`config.mk`:
```
export PLATFORM = sky130hd
export DESIGN_NAME = can_rst_seq
export DESIGN_NICKNAME = d
export VERILOG_FILES = /design/src/rtl/can_rst_pkg.sv /design/src/rtl/can_ta_gate.sv /design/src/rtl/can_idle_det.sv /design/src/rtl/can_rst_fsm.sv /design/src/rtl/can_rst_seq.sv
export SDC_FILE = /design/constraint.sdc
export NUM_CORES = 1
export LEC_CHECK = 0
export BUFFER_PORTS_ARGS = -buffer_cell sky130_fd_sc_hd__buf_2
export CORE_MARGIN = 2
export CORE_UTILIZATION = 55
export CTS_CLUSTER_DIAMETER = 50
export DETAILED_ROUTE_END_ITERATION = 8
export GPL_ROUTABILITY_DRIVEN = 0
export PLACE_DENSITY_LB_ADDON = 0.2
export SETUP_SLACK_MARGIN = 0.02
export SYNTH_ARGS = -nofsm -noshare
export SYNTH_HDL_FRONTEND = slang
export SYNTH_SLANG_ARGS = --single-unit
```
`constraint.sdc`:
```
create_clock -name clk_i -period 4.8 [get_ports clk_i]
set_input_delay 0.48 -clock clk_i [delete_from_list [all_inputs] [get_ports clk_i]]
set_output_delay 0.48 -clock clk_i [all_outputs]
set_load 0.01 [all_outputs]
```
`src/rtl/can_rst_pkg.sv`:
```
package can_rst_pkg;
  localparam int unsigned AW = 2;
  localparam logic [AW-1:0] ADDR_TA   = 2'd0;
  localparam logic [AW-1:0] ADDR_CTRL = 2'd1;
  localparam logic [AW-1:0] ADDR_CFG  = 2'd2;

  localparam int unsigned SWI_BIT = 0;
  localparam int unsigned PD_BIT  = 1;
  localparam int unsigned SLP_BIT = 2;
  localparam int unsigned RST_BIT = 3;

  typedef enum logic [1:0] {
    ST_INIT,
    ST_HOLD,
    ST_PWRUP,
    ST_RUN
  } seq_st_e;
endpackage

```
`src/rtl/can_ta_gate.sv`:
```
module can_ta_gate
  import can_rst_pkg::*;
#(
  parameter int unsigned DW        = 8,
  parameter int unsigned TA_WINDOW = 4,
  parameter logic [DW-1:0] KEY1    = 8'hAA,
  parameter logic [DW-1:0] KEY2    = 8'h55
) (
  input  logic          clk_i,
  input  logic          rst_ni,
  input  logic          wr_en_i,
  input  logic [AW-1:0] wr_addr_i,
  input  logic [DW-1:0] wr_data_i,
  output logic          unlocked_o
);
  localparam int unsigned CW = $clog2(TA_WINDOW + 1);

  logic          stage1_q;
  logic [CW-1:0] win_q;

  wire ta_wr   = wr_en_i && (wr_addr_i == ADDR_TA);
  wire ctrl_wr = wr_en_i && (wr_addr_i == ADDR_CTRL);

  assign unlocked_o = (win_q != '0);

  always_ff @(posedge clk_i or negedge rst_ni) begin
    if (!rst_ni) begin
      stage1_q <= 1'b0;
      win_q    <= '0;
    end else begin
      if (wr_en_i) stage1_q <= ta_wr && (wr_data_i == KEY1);
      if (ta_wr && stage1_q && (wr_data_i == KEY2))
        win_q <= CW'(TA_WINDOW);
      else if (ctrl_wr)
        win_q <= '0;  // one protected write per unlock
      else if (win_q != '0)
        win_q <= win_q - 1'b1;
    end
  end

  a_r1_unlock_from_key: assert property (@(posedge clk_i) disable iff (!rst_ni)
    $rose(unlocked_o) |-> $past(ta_wr && wr_data_i == KEY2));
  a_r1_window_bound: assert property (@(posedge clk_i) disable iff (!rst_ni)
    win_q <= CW'(TA_WINDOW));
  a_r1_ctrl_consumes: assert property (@(posedge clk_i) disable iff (!rst_ni)
    ctrl_wr |=> !unlocked_o);
endmodule

```
`src/rtl/can_idle_det.sv`:
```
module can_idle_det #(
  parameter int unsigned IDLE_BITS = 11
) (
  input  logic clk_i,
  input  logic rst_ni,
  input  logic en_i,
  input  logic bit_i,
  input  logic stb_i,
  output logic done_o
);
  localparam int unsigned CW = $clog2(IDLE_BITS + 1);

  logic [CW-1:0] cnt_q;

  assign done_o = (cnt_q == CW'(IDLE_BITS));

  always_ff @(posedge clk_i or negedge rst_ni) begin
    if (!rst_ni)                cnt_q <= '0;
    else if (!en_i)             cnt_q <= '0;
    else if (stb_i && !bit_i)   cnt_q <= '0;
    else if (stb_i && !done_o)  cnt_q <= cnt_q + 1'b1;
  end

  a_r7_dominant_clears: assert property (@(posedge clk_i) disable iff (!rst_ni)
    (en_i && stb_i && !bit_i) |=> (cnt_q == '0));
  a_r7_no_count_without_stb: assert property (@(posedge clk_i) disable iff (!rst_ni)
    (en_i && !stb_i && $past(en_i)) |=> $stable(cnt_q));
endmodule

```
`src/rtl/can_rst_fsm.sv`:
```
module can_rst_fsm
  import can_rst_pkg::*;
#(
  parameter int unsigned DW           = 8,
  parameter logic [DW-1:0] CTRL_RST   = 8'h09,
  parameter logic [DW-1:0] CTRL_POR   = 8'h01
) (
  input  logic          clk_i,
  input  logic          rst_ni,
  input  logic          ctrl_wr_i,
  input  logic          cfg_wr_i,
  input  logic [DW-1:0] wr_data_i,
  input  logic          unlocked_i,
  input  logic          busy_i,
  input  logic          err_i,
  input  logic          bus_off_i,
  input  logic          idle_done_i,
  output logic          engaged_o,
  output logic [DW-1:0] ctrl_rd_o,
  output logic [DW-1:0] cfg_o,
  output logic          clr_o,
  output logic          swinit_o,
  output logic          pwrup_o,
  output logic          run_o,
  output logic          low_power_o
);
  localparam logic [DW-1:0] RST_MASK = DW'(1) << RST_BIT;

  logic          engaged_q, pending_q, clr_q;
  logic [DW-1:0] ctrl_q, cfg_q;
  seq_st_e       st_q;

  wire prot_wr = ctrl_wr_i && unlocked_i;
  wire cancel  = prot_wr && !wr_data_i[RST_BIT];
  wire safe    = !busy_i || err_i;
  wire engage  = pending_q && safe && !cancel;
  wire release_wr = cancel && engaged_q;

  always_ff @(posedge clk_i or negedge rst_ni) begin
    if (!rst_ni) begin
      engaged_q <= 1'b0;
      pending_q <= 1'b0;
      clr_q     <= 1'b0;
      ctrl_q    <= CTRL_POR & ~RST_MASK;
      cfg_q     <= '0;
    end else begin
      clr_q <= engage;
      if (engage) begin
        engaged_q <= 1'b1;
        pending_q <= 1'b0;
        ctrl_q    <= CTRL_RST & ~RST_MASK;
        cfg_q     <= '0;
      end else begin
        if (prot_wr) begin
          if (wr_data_i[RST_BIT]) begin
            if (!engaged_q) pending_q <= 1'b1;
          end else begin
            pending_q <= 1'b0;
            engaged_q <= 1'b0;
          end
        end
        if (ctrl_wr_i && (!engaged_q || release_wr))
          ctrl_q <= wr_data_i & ~RST_MASK;
        if (cfg_wr_i && ctrl_q[SWI_BIT])
          cfg_q <= wr_data_i;
      end
    end
  end

  always_ff @(posedge clk_i or negedge rst_ni) begin
    if (!rst_ni) st_q <= ST_INIT;
    else if (engaged_q || ctrl_q[SWI_BIT]) st_q <= ST_INIT;
    else begin
      unique case (st_q)
        ST_INIT:  st_q <= bus_off_i ? ST_HOLD : ST_PWRUP;
        ST_HOLD:  if (!bus_off_i) st_q <= ST_PWRUP;
        ST_PWRUP: if (idle_done_i) st_q <= ST_RUN;
        ST_RUN:   st_q <= ST_RUN;
        default:  st_q <= ST_INIT;
      endcase
    end
  end

  assign engaged_o   = engaged_q;
  assign ctrl_rd_o   = ctrl_q | (engaged_q ? RST_MASK : '0);
  assign cfg_o       = cfg_q;
  assign clr_o       = clr_q;
  assign swinit_o    = ctrl_q[SWI_BIT];
  assign pwrup_o     = (st_q == ST_PWRUP);
  assign run_o       = (st_q == ST_RUN);
  assign low_power_o = ctrl_q[PD_BIT] | ctrl_q[SLP_BIT];

  a_r2_engage_safe: assert property (@(posedge clk_i) disable iff (!rst_ni)
    $rose(engaged_q) |-> $past(!busy_i || err_i));
  a_r3_engage_after_pending: assert property (@(posedge clk_i) disable iff (!rst_ni)
    $rose(engaged_q) |-> $past(pending_q));
  a_r4_cfg_cleared: assert property (@(posedge clk_i) disable iff (!rst_ni)
    $rose(engaged_q) |-> (cfg_q == '0) && clr_q);
  a_r5_no_pending_when_engaged: assert property (@(posedge clk_i) disable iff (!rst_ni)
    engaged_q |-> !pending_q);
  a_r7_no_run_in_init: assert property (@(posedge clk_i) disable iff (!rst_ni)
    (ctrl_q[SWI_BIT] || engaged_q) |=> (st_q != ST_RUN));
  a_r8_hold_while_bus_off: assert property (@(posedge clk_i) disable iff (!rst_ni)
    (st_q == ST_HOLD && bus_off_i && !ctrl_q[SWI_BIT] && !engaged_q) |=> (st_q == ST_HOLD));
endmodule

```
`src/rtl/can_rst_seq.sv`:
```
module can_rst_seq
  import can_rst_pkg::*;
#(
  parameter int unsigned DW        = 8,
  parameter int unsigned TA_WINDOW = 4,
  parameter int unsigned IDLE_BITS = 11
) (
  input  logic          clk_i,
  input  logic          rst_ni,
  input  logic          wr_en_i,
  input  logic [1:0]    wr_addr_i,
  input  logic [DW-1:0] wr_data_i,
  input  logic [1:0]    rd_addr_i,
  output logic [DW-1:0] rd_data_o,
  input  logic          busy_i,
  input  logic          err_i,
  input  logic          bus_bit_i,
  input  logic          bit_stb_i,
  input  logic          bus_off_i,
  output logic          rst_engaged_o,
  output logic          swinit_o,
  output logic          clr_o,
  output logic          run_o,
  output logic          low_power_o
);
  logic          unlocked, idle_done, pwrup;
  logic [DW-1:0] ctrl_rd, cfg;

  can_ta_gate #(.DW(DW), .TA_WINDOW(TA_WINDOW)) u_ta (
    .clk_i, .rst_ni, .wr_en_i, .wr_addr_i, .wr_data_i,
    .unlocked_o (unlocked)
  );

  can_idle_det #(.IDLE_BITS(IDLE_BITS)) u_idle (
    .clk_i, .rst_ni,
    .en_i   (pwrup),
    .bit_i  (bus_bit_i),
    .stb_i  (bit_stb_i),
    .done_o (idle_done)
  );

  can_rst_fsm #(.DW(DW)) u_fsm (
    .clk_i, .rst_ni,
    .ctrl_wr_i   (wr_en_i && wr_addr_i == ADDR_CTRL),
    .cfg_wr_i    (wr_en_i && wr_addr_i == ADDR_CFG),
    .wr_data_i,
    .unlocked_i  (unlocked),
    .busy_i, .err_i, .bus_off_i,
    .idle_done_i (idle_done),
    .engaged_o   (rst_engaged_o),
    .ctrl_rd_o   (ctrl_rd),
    .cfg_o       (cfg),
    .clr_o,
    .swinit_o,
    .pwrup_o     (pwrup),
    .run_o,
    .low_power_o
  );

  always_comb begin
    unique case (rd_addr_i)
      ADDR_CTRL: rd_data_o = ctrl_rd;
      ADDR_CFG:  rd_data_o = cfg;
      default:   rd_data_o = '0;
    endcase
  end

  a_r7_run_after_idle: assert property (@(posedge clk_i) disable iff (!rst_ni)
    $rose(run_o) |-> $past(idle_done));
  a_r3_readback_tracks: assert property (@(posedge clk_i) disable iff (!rst_ni)
    (rd_addr_i == ADDR_CTRL) |-> (rd_data_o[RST_BIT] == rst_engaged_o));
endmodule

```
; ---- Word level (Yosys, flattened, before mapping)
; Index checks and enable logic that the tools add are counted.
[word_totals]
out_inout_bits = 13
ff_bits = 29
input_bits = 20
wordCells = 86
[op_classes]
bitwise = 2
eq_ne = 15
addsub = 2
n_mux = 24
n_reduce_logical = 34
[ops]
columns = op, n
row1 = 2-to-1 mux 8 bit, 4
row2 = 2-to-1 mux 4 bit, 4
row3 = one-hot mux 8 bit (2 select lines), 1
row4 = logical AND 1 bit, 15
row5 = 2-to-1 mux 3 bit, 3
row6 = "== test 2 bit, second input constant", 4
row7 = "== test 8 x 7 -> 1 bit, second input constant", 1
row8 = "== test 8 bit, second input constant", 1
row9 = 2-to-1 mux 2 bit, 4
row10 = OR 8 bit, 1
row11 = one-hot mux 2 bit (4 select lines), 1
row12 = 2-to-1 mux 1 bit, 7
row13 = "== test 2 x 1 -> 1 bit, second input constant", 3
row14 = logical NOT 1 bit, 6
row15 = "!= test 3 x 2 -> 1 bit, second input constant", 2
row16 = "!= test 3 bit, second input constant", 2
row17 = AND reduction 2 bit, 3
row18 = nonzero test 2 bit, 3
row19 = nonzero test 3 bit, 2
row20 = "adder 4 x 1 -> 4 bit, second input constant", 1
row21 = "== test 4 bit, second input constant", 1
row22 = logical NOT 2 bit, 2
row23 = logical OR 1 bit, 3
row24 = "subtractor 3 x 1 -> 3 bit, second input constant", 1
row25 = 2 further kinds, 2

; ---- Depth between registers and ports, before layout
[logic_depth]
word_depth = 9
ltp_mapped = 6
ltp_nobuf = 6

; ---- Modules after synthesis
; Synthesis repeated with hierarchy kept, for this count alone.
[hier_totals]
cells_unflattened = 172
hier_area_um2 = 1700.4
[by_module_without_submodules]
columns = module, n_inst, cells_per_inst, area_each_um2, seq_area_each_um2
row1 = can_rst_fsm, 1, 96, 964.7, 501.7
row2 = can_ta_gate, 1, 27, 296.5, 100.1
row3 = can_idle_det, 1, 23, 234.0, 100.1
row4 = can_rst_seq, 1, 26, 205.2, 0.0

; ---- Worst setup path after synthesis
; Ideal clock, no wire load.
[synth_timing]
path_kind = input -> output
from = input port rd_addr_i[0]
to = output port rd_data_o[0]
required_ns = 4.320
n_path_buf = 1
path_slack_ns = 3.163
arrival_ns = 1.157
stages = 5
cell_sequence = inv_1 ha_1 clkbuf_1 a22oi_1 nor2_1
[synth_via]
elab_chain_cells = 2
elab_cells_between_ends = 3
cone_classes = eq/ne: 2 / mux: 1
[synth_lines]
columns = item, line
row1 = start: declaration, can_rst_seq.sv:13  ; input logic [1:0] rd_addr_i,
row2 = == test 2 bit / == test 2 x 1 -> 1 bit (equally long branches), can_rst_seq.sv:61  ; unique case (rd_addr_i)
row3 = one-hot mux 8 bit (2 select lines) *, can_rst_seq.sv:61
row4 = end: declaration, can_rst_seq.sv:14  ; output logic [DW-1:0] rd_data_o,
; Every way passes the cells marked *; elsewhere a longest branch is shown, timed or not.

; ---- Final worst setup path
[layout_timing]
from = input port rd_addr_i[1]
to = output port rd_data_o[3]
; The elaborated chain is that of the path after synthesis.

==> qor.yml <==
clock-sinks: 28
switching_share_pct: 34.4
setup_viol: 0
hpwl_mm: 2.30
antenna_found_initial: 0
grt_pass1_wl_mm: 5.24
synth_cells: 141
finalWorstSetupSlack_ns: 2.98
clkPwrFrac_pct: 15.4
vias_per_cell: 5.78
netlist.top_cell.by_area: "dfrtp_1"
rsz0062_at_grt: "false"
cts_tree: "done"
utilization_pct: 67.3
fp.dieH_um: 55.3
relSlewSlack_pct: 59.1
max_cap_viol_count: 0
layout.nets: 199
yosysSeqAreaShare_pct: 48.4
fp.dieArea_um2: 3060
final_cell_area_um2: 1670
cp.required_ns: 4.32
avgSynthCellArea_um2: 10.3
synthArstFlopShare_pct: 100
comb_power_share_pct: 32.7
post_cts_buffers: 0
synth_top_cells_by_count: "27 x dfrtp_1, 25 x nor2_1, 8 x a22oi_1"
crit_type: "input port to output pin"
period_share_pct: 38.0
synth_top_family_by_area: "simple AND/OR/NAND/NOR gates"
routed_wl_mm: 2.99
synth_compound_area_share_pct: 13.6
clockRootBuffer: "clkbuf_4"
endpoint_kind: "output pin"
total_power_mw: 0.725
post_cts_resize_count: 0
rows: 18
hold_viol: 0
grt_pass1_vias: 1124
dpl-instance-area_um2: 1630
n_antenna_cell: 0
insertion_delay_ns: 0.32
synth_fa_ha_area_share_pct: 4.32
clockBufferDepth: 2
avgRoutedWirePerCell_um: 14.7
preCtsSetupSlack_ns: 2.99
min_period_ns: 1.82
fp.dieW_um: 55.3
drive_gt1_share_pct: 26.6
yosys-top-cells-area: "dfrtp_1 47%, nor2_1 6.5%, ha_1 4.3%"
cts_buffers: 3
syn-cell-area_um2: 1450
ys_types: 42
max-vdd-ir-drop_mv: 0.248
drt_pass1_iterations: 4
grt_usage_pct: 21.2
start_util_pct: 58.5
hp-class: "input port to async pin"
synth_xor_area_share_pct: 1.81
tns_ns: 0
synth_seq_cells: 28
ys_warn_count: 0
grt_max_degree: 29
synth_fp_nets: 166
drc_errors: 0
synth_edf_count: 0
core-area_um2: 2480
p_switching_mw: 0.250
dr_total_vias: 1174
p_per_area_nw_per_um2: 435
synth_flop_cell: "dfrtp_1"
synthMuxAreaShare_pct: 4.92
arrival_ns: 1.34
skew_ns: 0.00827
yosysTopAreaCellShare_pct: 46.6
yosys.area_share.simple_pct: 24.0
grt.overflow.total: 0
seqPwrFrac_pct: 51.9
internal-power_mw: 0.475
p_leak_nw: 0.867
io_buffers: 32
area_growth_pct: 15.0
yosysMostFrequentCell: "dfrtp_1"
drv_slew: 0
cts.clk_slew.worst_paths_ns: 0.15
outcome: "complete, no violations"
cp_max_fo: 8
cts_hold_buffers: 0
htreeDepth: 1
max_freq_mhz: 549
start_kind: "input port"
ant_nets: 0
worstMarginPinSlew_ns: 0.610
ios: 33
initialDrtViolationCount: 31
state kept, by name, indices dropped and copies added (netlist names):
name             cells
u_ta.stage1_q        1
u_fsm.engaged_o      1
u_fsm.cfg_o          8
u_fsm.pending_q      1
u_fsm.clr_o          1
u_idle.cnt_q         4
u_ta.win_q           3
u_fsm.ctrl_q         7
u_fsm.st_q           2
per-layer routing:
layer / vias to the layer above / GRT usage [%] / wire length, µm
met4: 0 / 5.57 / 15
met2: 37 / 33.7 / 1470
met5: - / 0 / 0
met3: 2 / 3.28 / 168
li1: 566 / - / -
met1: 569 / 30.5 / 1340
cell type report:
| class | count | area [µm²] |
|---|---|---|
| Timing Repair Buffer | 32 | 160 |
| Clock buffer | 4 | 36.3 |
| Inverter | 7 | 26.3 |
| Tap cell | 30 | 37.5 |
| Multi-Input combinational cell | 102 | 704 |
| Sequential cell | 28 | 702 |
| Fill cell | 216 | 811 |
cells in the final DEF (no fill, tap or decap), types with 2 or more instances in the layout:
cell type and count:
a21oi_1 6, a22o_1 5, a22oi_1 8, buf_2 32
clkbuf_4 3, dfrtp_1 27, ha_1 5, inv_1 7
mux2i_1 6, nand2_1 5, nand2b_1 3, nand3_1 2
nand3b_1 2, nand4_1 2, nor2_1 25, nor2b_1 2
nor3_1 3, o21a_1 2, o21ai_0 3, xor2_1 3
worst paths after layout:
| check | start | endpoint | slack, ns | depth (start not counted) |
|---|---|---|---|---|
| worst min-delay path | rst_ni | u_fsm.ctrl_q[1]$_DFFE_PN0P_ | 0.15 | 1 |
| worst min register to register | u_fsm.cfg_o[0]$_DFFE_PN0P_ | u_fsm.cfg_o[0]$_DFFE_PN0P_ | 0.53 | 2 |
| worst max register to register | u_ta.win_q[0]$_DFFE_PN0P_ | u_fsm.ctrl_q[7]$_DFFE_PN0P_ | 3.10 | 6 |
| worst max-delay path | rd_addr_i[1] | rd_data_o[3] | 2.98 | 6 |
| max in group asynchronous | rst_ni | u_fsm.cfg_o[3]$_DFFE_PN0P_ | 4.26 | 1 |
| min in group clk_i | wr_data_i[0] | u_fsm.ctrl_q[0]$_DFFE_PN1P_ | 0.41 | 3 |
kinds of logic after synthesis:
| kind of cell | count (synthesis) |
|---|---|
| simple gates | 59 |
| xor+xnor | 3 |
| flops | 28 |
| buf+inv | 11 |
| mux | 7 |
| fa+ha+maj | 5 |
| compound gates | 28 |
per-stage QoR:
stage	cells	hold WS (ns)
5_1_grt	203	0.189
4_1_cts	203	0.166
6_report	203	0.146
3_3_place_gp	199	0.498
2_1_floorplan	141	0.184
3_5_place_dp	199	0.503
power groups by stage:
| stage | logic, mW | registers (mW) | clock network (mW) |
|---|---|---|---|
| 4_1_cts | 0.239 | 0.375 | 0.114 |
| 3_3_place_gp | 0.227 | 0.376 | 0 |
| 6_report | 0.237 | 0.376 | 0.112 |
| 2_1_floorplan | 0.167 | 0.362 | 0 |
| 5_1_grt | 0.267 | 0.386 | 0.128 |
| 3_5_place_dp | 0.238 | 0.381 | 0 |
worst max-delay path: stages:
cell     delay (ns)
buf_2          0.11
inv_1          0.06
ha_1           0.31
a22oi_1        0.14
nor2_1         0.10
buf_2          0.14
Power figures use the tool's default switching activity.
